$ cat src/rtl/pwm_pair_pkg.sv
package pwm_pair_pkg;

    localparam int BYTE_W = 8;

    typedef enum logic [1:0] {
        EDGE_NONE   = 2'b00,
        EDGE_TOGGLE = 2'b01,
        EDGE_CLEAR  = 2'b10,
        EDGE_SET    = 2'b11
    } cmp_action_e;

endpackage

$ cat src/rtl/pwm_cmp_bank.sv
// Compare registers with high-byte staging; the low byte completes a load.
module pwm_cmp_bank
    import pwm_pair_pkg::*;
#(
    parameter int CNT_W = 16,
    parameter int NCH   = 2,
    localparam int SEL_W = (NCH > 1) ? $clog2(NCH) : 1,
    localparam int HI_W  = CNT_W - BYTE_W
) (
    input  logic                       clk,
    input  logic                       rst_n,
    input  logic                       wr_en_i,
    input  logic [SEL_W-1:0]           wr_sel_i,
    input  logic                       wr_hi_i,
    input  logic [BYTE_W-1:0]          wr_data_i,
    output logic [NCH-1:0][CNT_W-1:0]  cmp_o,
    output logic [NCH-1:0]             done_o
);

    typedef struct packed {
        logic [HI_W-1:0]  stage;
        logic [CNT_W-1:0] value;
    } slot_t;

    for (genvar ch = 0; ch < NCH; ch++) begin : g_slot
        slot_t slot_d, slot_q;
        logic  sel_hit;

        assign sel_hit = wr_en_i && (wr_sel_i == SEL_W'(ch));

        always_comb begin
            slot_d = slot_q;
            if (sel_hit && wr_hi_i) begin
                slot_d.stage = wr_data_i[HI_W-1:0];
            end
            if (sel_hit && !wr_hi_i) begin
                slot_d.value = {slot_q.stage, wr_data_i};
            end
        end

        always_ff @(posedge clk or negedge rst_n) begin
            if (!rst_n) begin
                slot_q <= '0;
            end else begin
                slot_q <= slot_d;
            end
        end

        assign cmp_o[ch]  = slot_q.value;
        assign done_o[ch] = sel_hit && !wr_hi_i;
    end

endmodule

$ cat src/rtl/pwm_pair_ctrl.sv
// Active-register selection with a swap armed by writes to the idle register.
module pwm_pair_ctrl (
    input  logic       clk,
    input  logic       rst_n,
    input  logic       link_en_i,
    input  logic       ovf_i,
    input  logic [1:0] done_i,
    output logic       act_o
);

    typedef struct packed {
        logic act;
        logic arm;
    } sel_state_t;

    sel_state_t sel_d, sel_q;
    logic       swap_now;
    logic       idle_done;

    always_comb begin
        sel_d     = sel_q;
        swap_now  = ovf_i && sel_q.arm;
        idle_done = sel_q.act ? done_i[0] : done_i[1];
        if (!link_en_i) begin
            sel_d.act = 1'b0;
            sel_d.arm = 1'b0;
        end else begin
            if (swap_now) begin
                sel_d.act = ~sel_q.act;
                sel_d.arm = 1'b0;
            end else if (idle_done) begin
                sel_d.arm = 1'b1;
            end
        end
    end

    always_ff @(posedge clk or negedge rst_n) begin
        if (!rst_n) begin
            sel_q <= '0;
        end else begin
            sel_q <= sel_d;
        end
    end

    assign act_o = sel_q.act;

endmodule

$ cat src/rtl/pwm_wave_gen.sv
// One channel output: overflow toggle first, then the compare action.
module pwm_wave_gen
    import pwm_pair_pkg::*;
(
    input  logic        clk,
    input  logic        rst_n,
    input  logic        mode_en_i,
    input  cmp_action_e action_i,
    input  logic        tov_en_i,
    input  logic        ovf_i,
    input  logic        hit_i,
    output logic        out_o
);

    typedef struct packed {
        logic out;
    } wave_state_t;

    wave_state_t wave_d, wave_q;

    always_comb begin
        wave_d = wave_q;
        if (mode_en_i) begin
            if (ovf_i && tov_en_i) begin
                wave_d.out = ~wave_q.out;
            end else if (hit_i) begin
                unique case (action_i)
                    EDGE_TOGGLE: wave_d.out = ~wave_q.out;
                    EDGE_CLEAR:  wave_d.out = 1'b0;
                    EDGE_SET:    wave_d.out = 1'b1;
                    default:     wave_d.out = wave_q.out;
                endcase
            end
        end
    end

    always_ff @(posedge clk or negedge rst_n) begin
        if (!rst_n) begin
            wave_q <= '0;
        end else begin
            wave_q <= wave_d;
        end
    end

    assign out_o = wave_q.out;

endmodule

$ cat src/rtl/pwm_pair_buf.sv
module pwm_pair_buf
    import pwm_pair_pkg::*;
#(
    parameter int CNT_W = 16
) (
    input  logic             clk,
    input  logic             rst_n,
    input  logic [CNT_W-1:0] cnt_i,
    input  logic             ovf_i,
    input  logic             link_en_i,
    input  logic             even_mode_a_i,
    input  logic [1:0]       even_act_i,
    input  logic             even_tov_i,
    input  logic             odd_mode_a_i,
    input  logic [1:0]       odd_act_i,
    input  logic             odd_tov_i,
    input  logic             wr_en_i,
    input  logic             wr_odd_i,
    input  logic             wr_hi_i,
    input  logic [7:0]       wr_data_i,
    output logic [1:0]       pwm_o,
    output logic [1:0]       pwm_oe_o,
    output logic             odd_port_ctl_o,
    output logic             act_sel_o
);

    localparam int NCH = 2;

    typedef struct packed {
        logic link;
    } top_state_t;

    top_state_t top_d, top_q;

    logic [NCH-1:0][CNT_W-1:0] cmp_val;
    logic [NCH-1:0]            lo_done;
    logic                      act_sel;
    logic [NCH-1:0][CNT_W-1:0] src_val;
    logic [NCH-1:0]            hit;
    logic [NCH-1:0]            mode_en;
    logic [NCH-1:0]            tov_en;
    cmp_action_e               action [NCH];

    always_comb begin
        top_d      = top_q;
        top_d.link = link_en_i;
    end

    always_ff @(posedge clk or negedge rst_n) begin
        if (!rst_n) begin
            top_q <= '0;
        end else begin
            top_q <= top_d;
        end
    end

    pwm_cmp_bank #(
        .CNT_W (CNT_W),
        .NCH   (NCH)
    ) u_bank (
        .clk       (clk),
        .rst_n     (rst_n),
        .wr_en_i   (wr_en_i),
        .wr_sel_i  (wr_odd_i),
        .wr_hi_i   (wr_hi_i),
        .wr_data_i (wr_data_i),
        .cmp_o     (cmp_val),
        .done_o    (lo_done)
    );

    pwm_pair_ctrl u_ctrl (
        .clk       (clk),
        .rst_n     (rst_n),
        .link_en_i (link_en_i),
        .ovf_i     (ovf_i),
        .done_i    (lo_done),
        .act_o     (act_sel)
    );

    // Mode-B overrides mode-A on the even side and silences the odd side.
    assign mode_en[0] = top_q.link | even_mode_a_i;
    assign mode_en[1] = odd_mode_a_i & ~top_q.link;
    assign tov_en[0]  = even_tov_i;
    assign tov_en[1]  = odd_tov_i;
    assign action[0]  = cmp_action_e'(even_act_i);
    assign action[1]  = cmp_action_e'(odd_act_i);
    assign src_val[0] = cmp_val[act_sel];
    assign src_val[1] = cmp_val[1];

    for (genvar ch = 0; ch < NCH; ch++) begin : g_chan
        assign hit[ch] = (cnt_i == src_val[ch]);

        pwm_wave_gen u_wave (
            .clk       (clk),
            .rst_n     (rst_n),
            .mode_en_i (mode_en[ch]),
            .action_i  (action[ch]),
            .tov_en_i  (tov_en[ch]),
            .ovf_i     (ovf_i),
            .hit_i     (hit[ch]),
            .out_o     (pwm_o[ch])
        );

        assign pwm_oe_o[ch] = mode_en[ch] && (action[ch] != EDGE_NONE);
    end

    assign odd_port_ctl_o = top_q.link;
    assign act_sel_o      = act_sel;

endmodule

$ cat config.mk
export PLATFORM = sky130hd
export DESIGN_NAME = pwm_pair_buf
export DESIGN_NICKNAME = d
export VERILOG_FILES = /design/src/rtl/pwm_pair_pkg.sv /design/src/rtl/pwm_cmp_bank.sv /design/src/rtl/pwm_pair_ctrl.sv /design/src/rtl/pwm_wave_gen.sv /design/src/rtl/pwm_pair_buf.sv
export SDC_FILE = /design/constraint.sdc
export NUM_CORES = 1
export LEC_CHECK = 0
export BUFFER_PORTS_ARGS = -buffer_cell sky130_fd_sc_hd__clkbuf_2
export CAP_MARGIN = 20
export CORE_MARGIN = 1
export CORE_UTILIZATION = 49
export CTS_BUF_LIST = sky130_fd_sc_hd__clkbuf_16
export DETAILED_ROUTE_END_ITERATION = 8
export PLACE_DENSITY = 0.71
export SKIP_CTS_REPAIR_TIMING = 1
export SLEW_MARGIN = 0
export SYNTH_ARGS = -nofsm -noshare
export SYNTH_HDL_FRONTEND = slang
export SYNTH_SLANG_ARGS = --single-unit
export TNS_END_PERCENT = 1
$ cat constraint.sdc
create_clock -name clk -period 5.3 [get_ports clk]
set_clock_uncertainty 0.15 [all_clocks]
set_input_delay 1.06 -clock clk [delete_from_list [all_inputs] [get_ports clk]]
set_output_delay 1.06 -clock clk [all_outputs]
set_load 0.01 [all_outputs]
* Word-level counts from Yosys, hierarchy flattened
Index checks and enable logic that the tools add are counted.
** Word-level totals
- Logic and storage cells :: 60
- Bits of input ports :: 39
- Bits in registers :: 53
- Output and inout bits :: 6
** Cells by class
- Multiplexer cells :: 13
- $lt $le $gt $ge :: 1
- Reductions and logical operators :: 20
- Bitwise logic cells :: 7
- Equality and inequality tests :: 10
** Operator list (number)
- 16-bit equality test :: 2
- 16-bit two-way mux :: 2
- 1-bit logical AND :: 11
- 2-bit equality test, second input constant :: 4
- 1-bit two-way mux :: 8
- 2-bit nonzero test :: 4
- 4-bit nonzero test :: 2
- 1-bit case mux with 3 select lines :: 2
- 3-bit AND reduction :: 2
- 1-bit NOT :: 5
- 2-bit by 1-bit equality test with 1-bit output, second input constant :: 2
- 3-bit by 1-bit inequality test with 1-bit output, second input constant :: 1
- 1-bit by 2-bit < comparator with 1-bit output, second input constant :: 1
- 2-bit two-way mux :: 1
- 2-bit by 1-bit inequality test with 1-bit output, second input constant :: 1
- 1-bit bitwise AND :: 1
- 1-bit zero test :: 1
- 1-bit bitwise OR :: 1

* Longest topological paths before layout
- Depth after elaboration :: 7
- Depth in mapped cells :: 8
- Mapped depth without buffers :: 8

* Hierarchy
A second synthesis with hierarchy kept.
** Second synthesis, totals
- Cell total of the unflattened synthesis :: 226
- Area total of the unflattened synthesis :: 2907.8 um^2
** By module, submodules not included
- pwm_cmp_bank :: seq. area each 1201.2 um^2, instances 1, cells each 135, area an instance 2044.5 um^2
- pwm_pair_buf :: seq. area each 25.0 um^2, instances 1, cells each 65, area an instance 585.6 um^2
- pwm_wave_gen :: seq. area each 25.0 um^2, instances 2, cells each 9, area an instance 88.8 um^2
- pwm_pair_ctrl :: seq. area each 50.0 um^2, instances 1, cells each 8, area an instance 100.1 um^2

* Worst setup path after synthesis
OpenSTA, ideal clock, no wires.
- Kind :: input -> register
- Start :: in even_act_i[0]
- End :: reg g_chan[0].u_wave.wave_q
- Arrival time :: 2739 ps
- Path slack :: 2279 ps
- Path buffers :: 0
- Setup time :: 131 ps
- Data required time :: 5019 ps
- Stages on the path :: 8
- Cells stage by stage :: inv_1 > ha_1 > nor2_1 > or3_1 > a2111oi_2 > nand4_1 > and3_1 > or3_1
** Between the ends
- Word-level cells in the longest chain between the ends :: 4
- Elaborated cells on any way between the ends :: 8
- Classes of those cells :: 3 x eq/ne; 3 x mux; 2 x reduce/logical
** RTL lines
- start, declared :: RTL line pwm_pair_buf.sv:12 : input logic [1:0] even_act_i,
- 2-bit equality test / 2-bit by 1-bit equality test with 1-bit output (equally long branches) :: RTL line pwm_wave_gen.sv:27 : unique case (action_i)
- 1-bit case mux with 3 select lines :: RTL line pwm_wave_gen.sv:27
- 1-bit two-way mux :: RTL line pwm_wave_gen.sv:26 : end else if (hit_i) begin
- 1-bit two-way mux :: RTL line pwm_wave_gen.sv:24 : if (ovf_i && tov_en_i) begin
- end signal, assigned :: RTL line pwm_wave_gen.sv:41 : wave_q <= wave_d;
- end, declared :: RTL line pwm_wave_gen.sv:19 : wave_state_t wave_d, wave_q;
Several ways; a longest one is shown, not always the timed one. The select of a mux whose other input is x is not followed.
A chain may end at the register's enable or synchronous reset.

* Worst setup path after layout
- Start :: reg u_ctrl.sel_q, in the netlist u_ctrl.act_o
- End :: reg g_chan[0].u_wave.wave_q
** Between the ends
- Word-level cells in the longest chain between the ends :: 5
** RTL lines
- start, declared :: RTL line pwm_pair_ctrl.sv:16 : sel_state_t sel_d, sel_q;
- start signal, assigned :: RTL line pwm_pair_ctrl.sv:41 : sel_q <= sel_d;
- 16-bit two-way mux (implied by the code) (2 in series) :: RTL line pwm_pair_buf.sv:87 : assign src_val[0] = cmp_val[act_sel];
- 16-bit equality test :: RTL line pwm_pair_buf.sv:91 : assign hit[ch] = (cnt_i == src_val[ch]);
- 2-bit nonzero test (no source line)
- 3-bit AND reduction (no source line)
Every way passes these cells. The select of a mux whose other input is x is not followed.

==> results.md <==
* Status: completed
* Worst skew pair latency at 290 ps
* Worst EP required at 5320 ps
* CP Max Fanout at 19
* Row count at 26
* Dpl hpwl at 3610 um
* Largest cells by area after synthesis: dfrtp_1 (49%), mux2_2 (20%), xnor2_1 (8.1%), mux2i_1 (5.6%), xor2_1 (2.6%)
* CP arrival at 3210 ps
* Area occupied by multi-input gates at 1320 um2
* Post-Syn Instances at 210
* Share of synthesized registers carrying an async set or reset at 100%
* Fmax at 0.314 GHz
* Number of I/O pins at 45
* Share of the synthesized area in the top cell type at 49.2%
* Final-stage net count at 298
* Synth area leader: dfrtp_1
* Post-route DRC at 0
* CTS sink cnt at 53
* CTS H-tree depth at 2
* Placer Congestion at 0.730
* Top Layer Used: met4
* Final WL at 5180 um
* Average size of a mapped cell at 12.8 um2
* Root Driver: clkbuf_16
* Wire length on met3 at 220 um
* Routed vias at 1,738
* DP Worst Slack at 2010 ps
* Final period util at 60.0%
* Final Hold Fails at 0
* Post-synth EDFFs at 0
* Core ar. at 5200 um2
* Clock-pin slew on the worst setup and hold paths at 70 ps
* Total grt overflow at 0
* Yosys cell types at 33
* Relative slew margins at 30.7%
* First-pass GRT wire length at 8800 um
* Fin. max-slew vios at 0
* Min-Delay Path Class: reg2reg
* Initial antenna violation count at 0
* Design Area, Final at 3140 um2
* Mapped Nets at 253
* DP Area at 2970 um2
* # setup viols final at 0
* Worst Setup Start Kind: flip-flop
* Vias per inst at 5.33
* Ys Warns at 0
* Starting Density at 51.8%
* Share of layout cells above drive strength 1 at 39.8%
* Die Y at 76.2 um
* I/O Buffers at 44
* Drt wl/cell at 15.9 um
* Fillcell total at 445
* Die footprint at 5810 um2
* Pwr Density at 372 nW/um2
* Core Util, Final at 60.2%
* ANT nets after route at 0
* ANT cells at 0
* Setup WS post-layout at 2120 ps
* Syn Std Cell Area at 2700 um2
* RSZ-0062 raised after global routing: false
* First-pass DRT Iterations at 4
* CP endpoint kind: flip-flop
* Setup TNS at 0 ps
* Largest net degree at the start of global routing at 54
* WL met1 at 2570 um
* TritonCTS clock tree: done
* Vias in the first global route at 1,768
* Max clock buf depth at 2
* Leakage at 1.34 nW
* Register area at 1330 um2
* First DRT Iteration DRCs at 102
* Max Cap Viol at 0
* Final min period at 3180 ps
* Synth Flop Type: dfrtp_1
* Sequential area share after synthesis at 49.2%
* Max rail drop VDD at 0.247 mV
* #FFs+latches synth at 53
* Worst-Margin Slew at 1040 ps
* Crit Path Class: reg2reg
* Number of CTS-inserted buffers at 5
* Overall Global Routing Usage at 19.8%
* Die W at 76.2 um
* Area grow syn2layout at 16.2%
* WL met2 at 2330 um
* Post-layout power at 1.17 mW
==> worst paths after layout <==
check                                            start                     endpoint  slack [ps]  cells after the start
min                        u_bank.g_slot[0].slot_q[18]  u_bank.g_slot[0].slot_q[18]         350                      1
min in group asynchronous                        rst_n  u_bank.g_slot[0].slot_q[19]         740                      2
max reg2reg                               u_ctrl.act_o       g_chan[0].u_wave.out_o        2120                      6
max                                       u_ctrl.act_o       g_chan[0].u_wave.out_o        2120                      6
max in group asynchronous                        rst_n             u_bank.cmp_o[23]        3820                      2
min reg2reg                u_bank.g_slot[0].slot_q[18]  u_bank.g_slot[0].slot_q[18]         350                      1
==> power by group <==
part | switching (mW) | leakage [nW] | internal (mW)
combinational | 0.104 | 0.627 | 0.148
sequential | 0.0609 | 0.630 | 0.493
clock | 0.141 | 0.0826 | 0.220
==> routing by layer <==
layer	vias up	GRT usage [%]
met3	5	4.31
met5	-	0
met4	0	5.77
li1	838	-
met1	850	28.1
met2	45	30.7
==> state kept, by name (all words and copies together), names as in the netlist <==
| signal | flops |
|---|---|
| u_ctrl.act_o | 1 |
| u_bank.cmp_o | 32 |
| u_ctrl.sel_q | 1 |
| odd_port_ctl_o | 1 |
| g_chan.u_wave.out_o | 2 |
| u_bank.g_slot.slot_q | 16 |
==> cell usage in the layout, fill, tap and decap left out, types with 2 or more instances in the layout <==
cell,synthesis,final
nand4_1,3,3
mux2_2,48,48
nand2b_1,2,2
ha_1,4,4
xnor2_1,25,25
inv_1,4,5
nand3b_1,3,3
nor2_1,5,4
mux2i_1,15,15
dfrtp_1,53,53
or3_1,2,2
xor2_1,8,8
nand3_1,2,2
nand2_1,6,6
nor4_1,7,7
clkbuf_2,0,44
nor3_1,3,3
clkbuf_16,0,5
==> through the flow <==
step           hold WS, ps  cells
3_5_place_dp           337    318
4_1_cts                354    326
3_3_place_gp           332    318
2_1_floorplan          324    210
5_1_grt                368    326
6_report               352    326
==> area by class of cell <==
cell class | count | area share, %
Sequential cell | 53 | 42.3
Tap cell | 70 | 2.79
Timing Repair Buffer | 45 | 7.26
Multi-Input combinational cell | 146 | 42.0
Clock inverter | 3 | 1.20
Inverter | 4 | 0.479
Clock buffer | 5 | 3.99
==> kinds of logic (layout without fill, tap and decap cells) <==
group           after synthesis  count (layout)  synth area share [%]
compound gates                8               8                  2.41
xor+xnor                     33              33                  10.7
fa+ha+maj                     4               4                  1.86
buf+inv                      11              57                  2.13
flops                        53              53                  49.2
mux                          64              64                  26.2
simple gates                 37              37                  7.56
==> worst max-delay path, stage by stage, from the launching register on <==
cell,delay [ps]
dfrtp_1,1030
mux2_4,360
or3_1,370
a2111oi_2,370
nand4_1,190
and3_1,230
or3_1,360
==> synthesized netlist by cell type (3+ instances only) <==
library cell,number
nand3b_1,3
inv_1,4
xor2_1,8
nor2_1,5
nor3_1,3
xnor2_1,25
nor4_1,7
dfrtp_1,53
ha_1,4
mux2_2,48
nand4_1,3
mux2i_1,15
clkbuf_1,3
nand2_1,6
No activity file was read; power rests on OpenSTA's default activity.
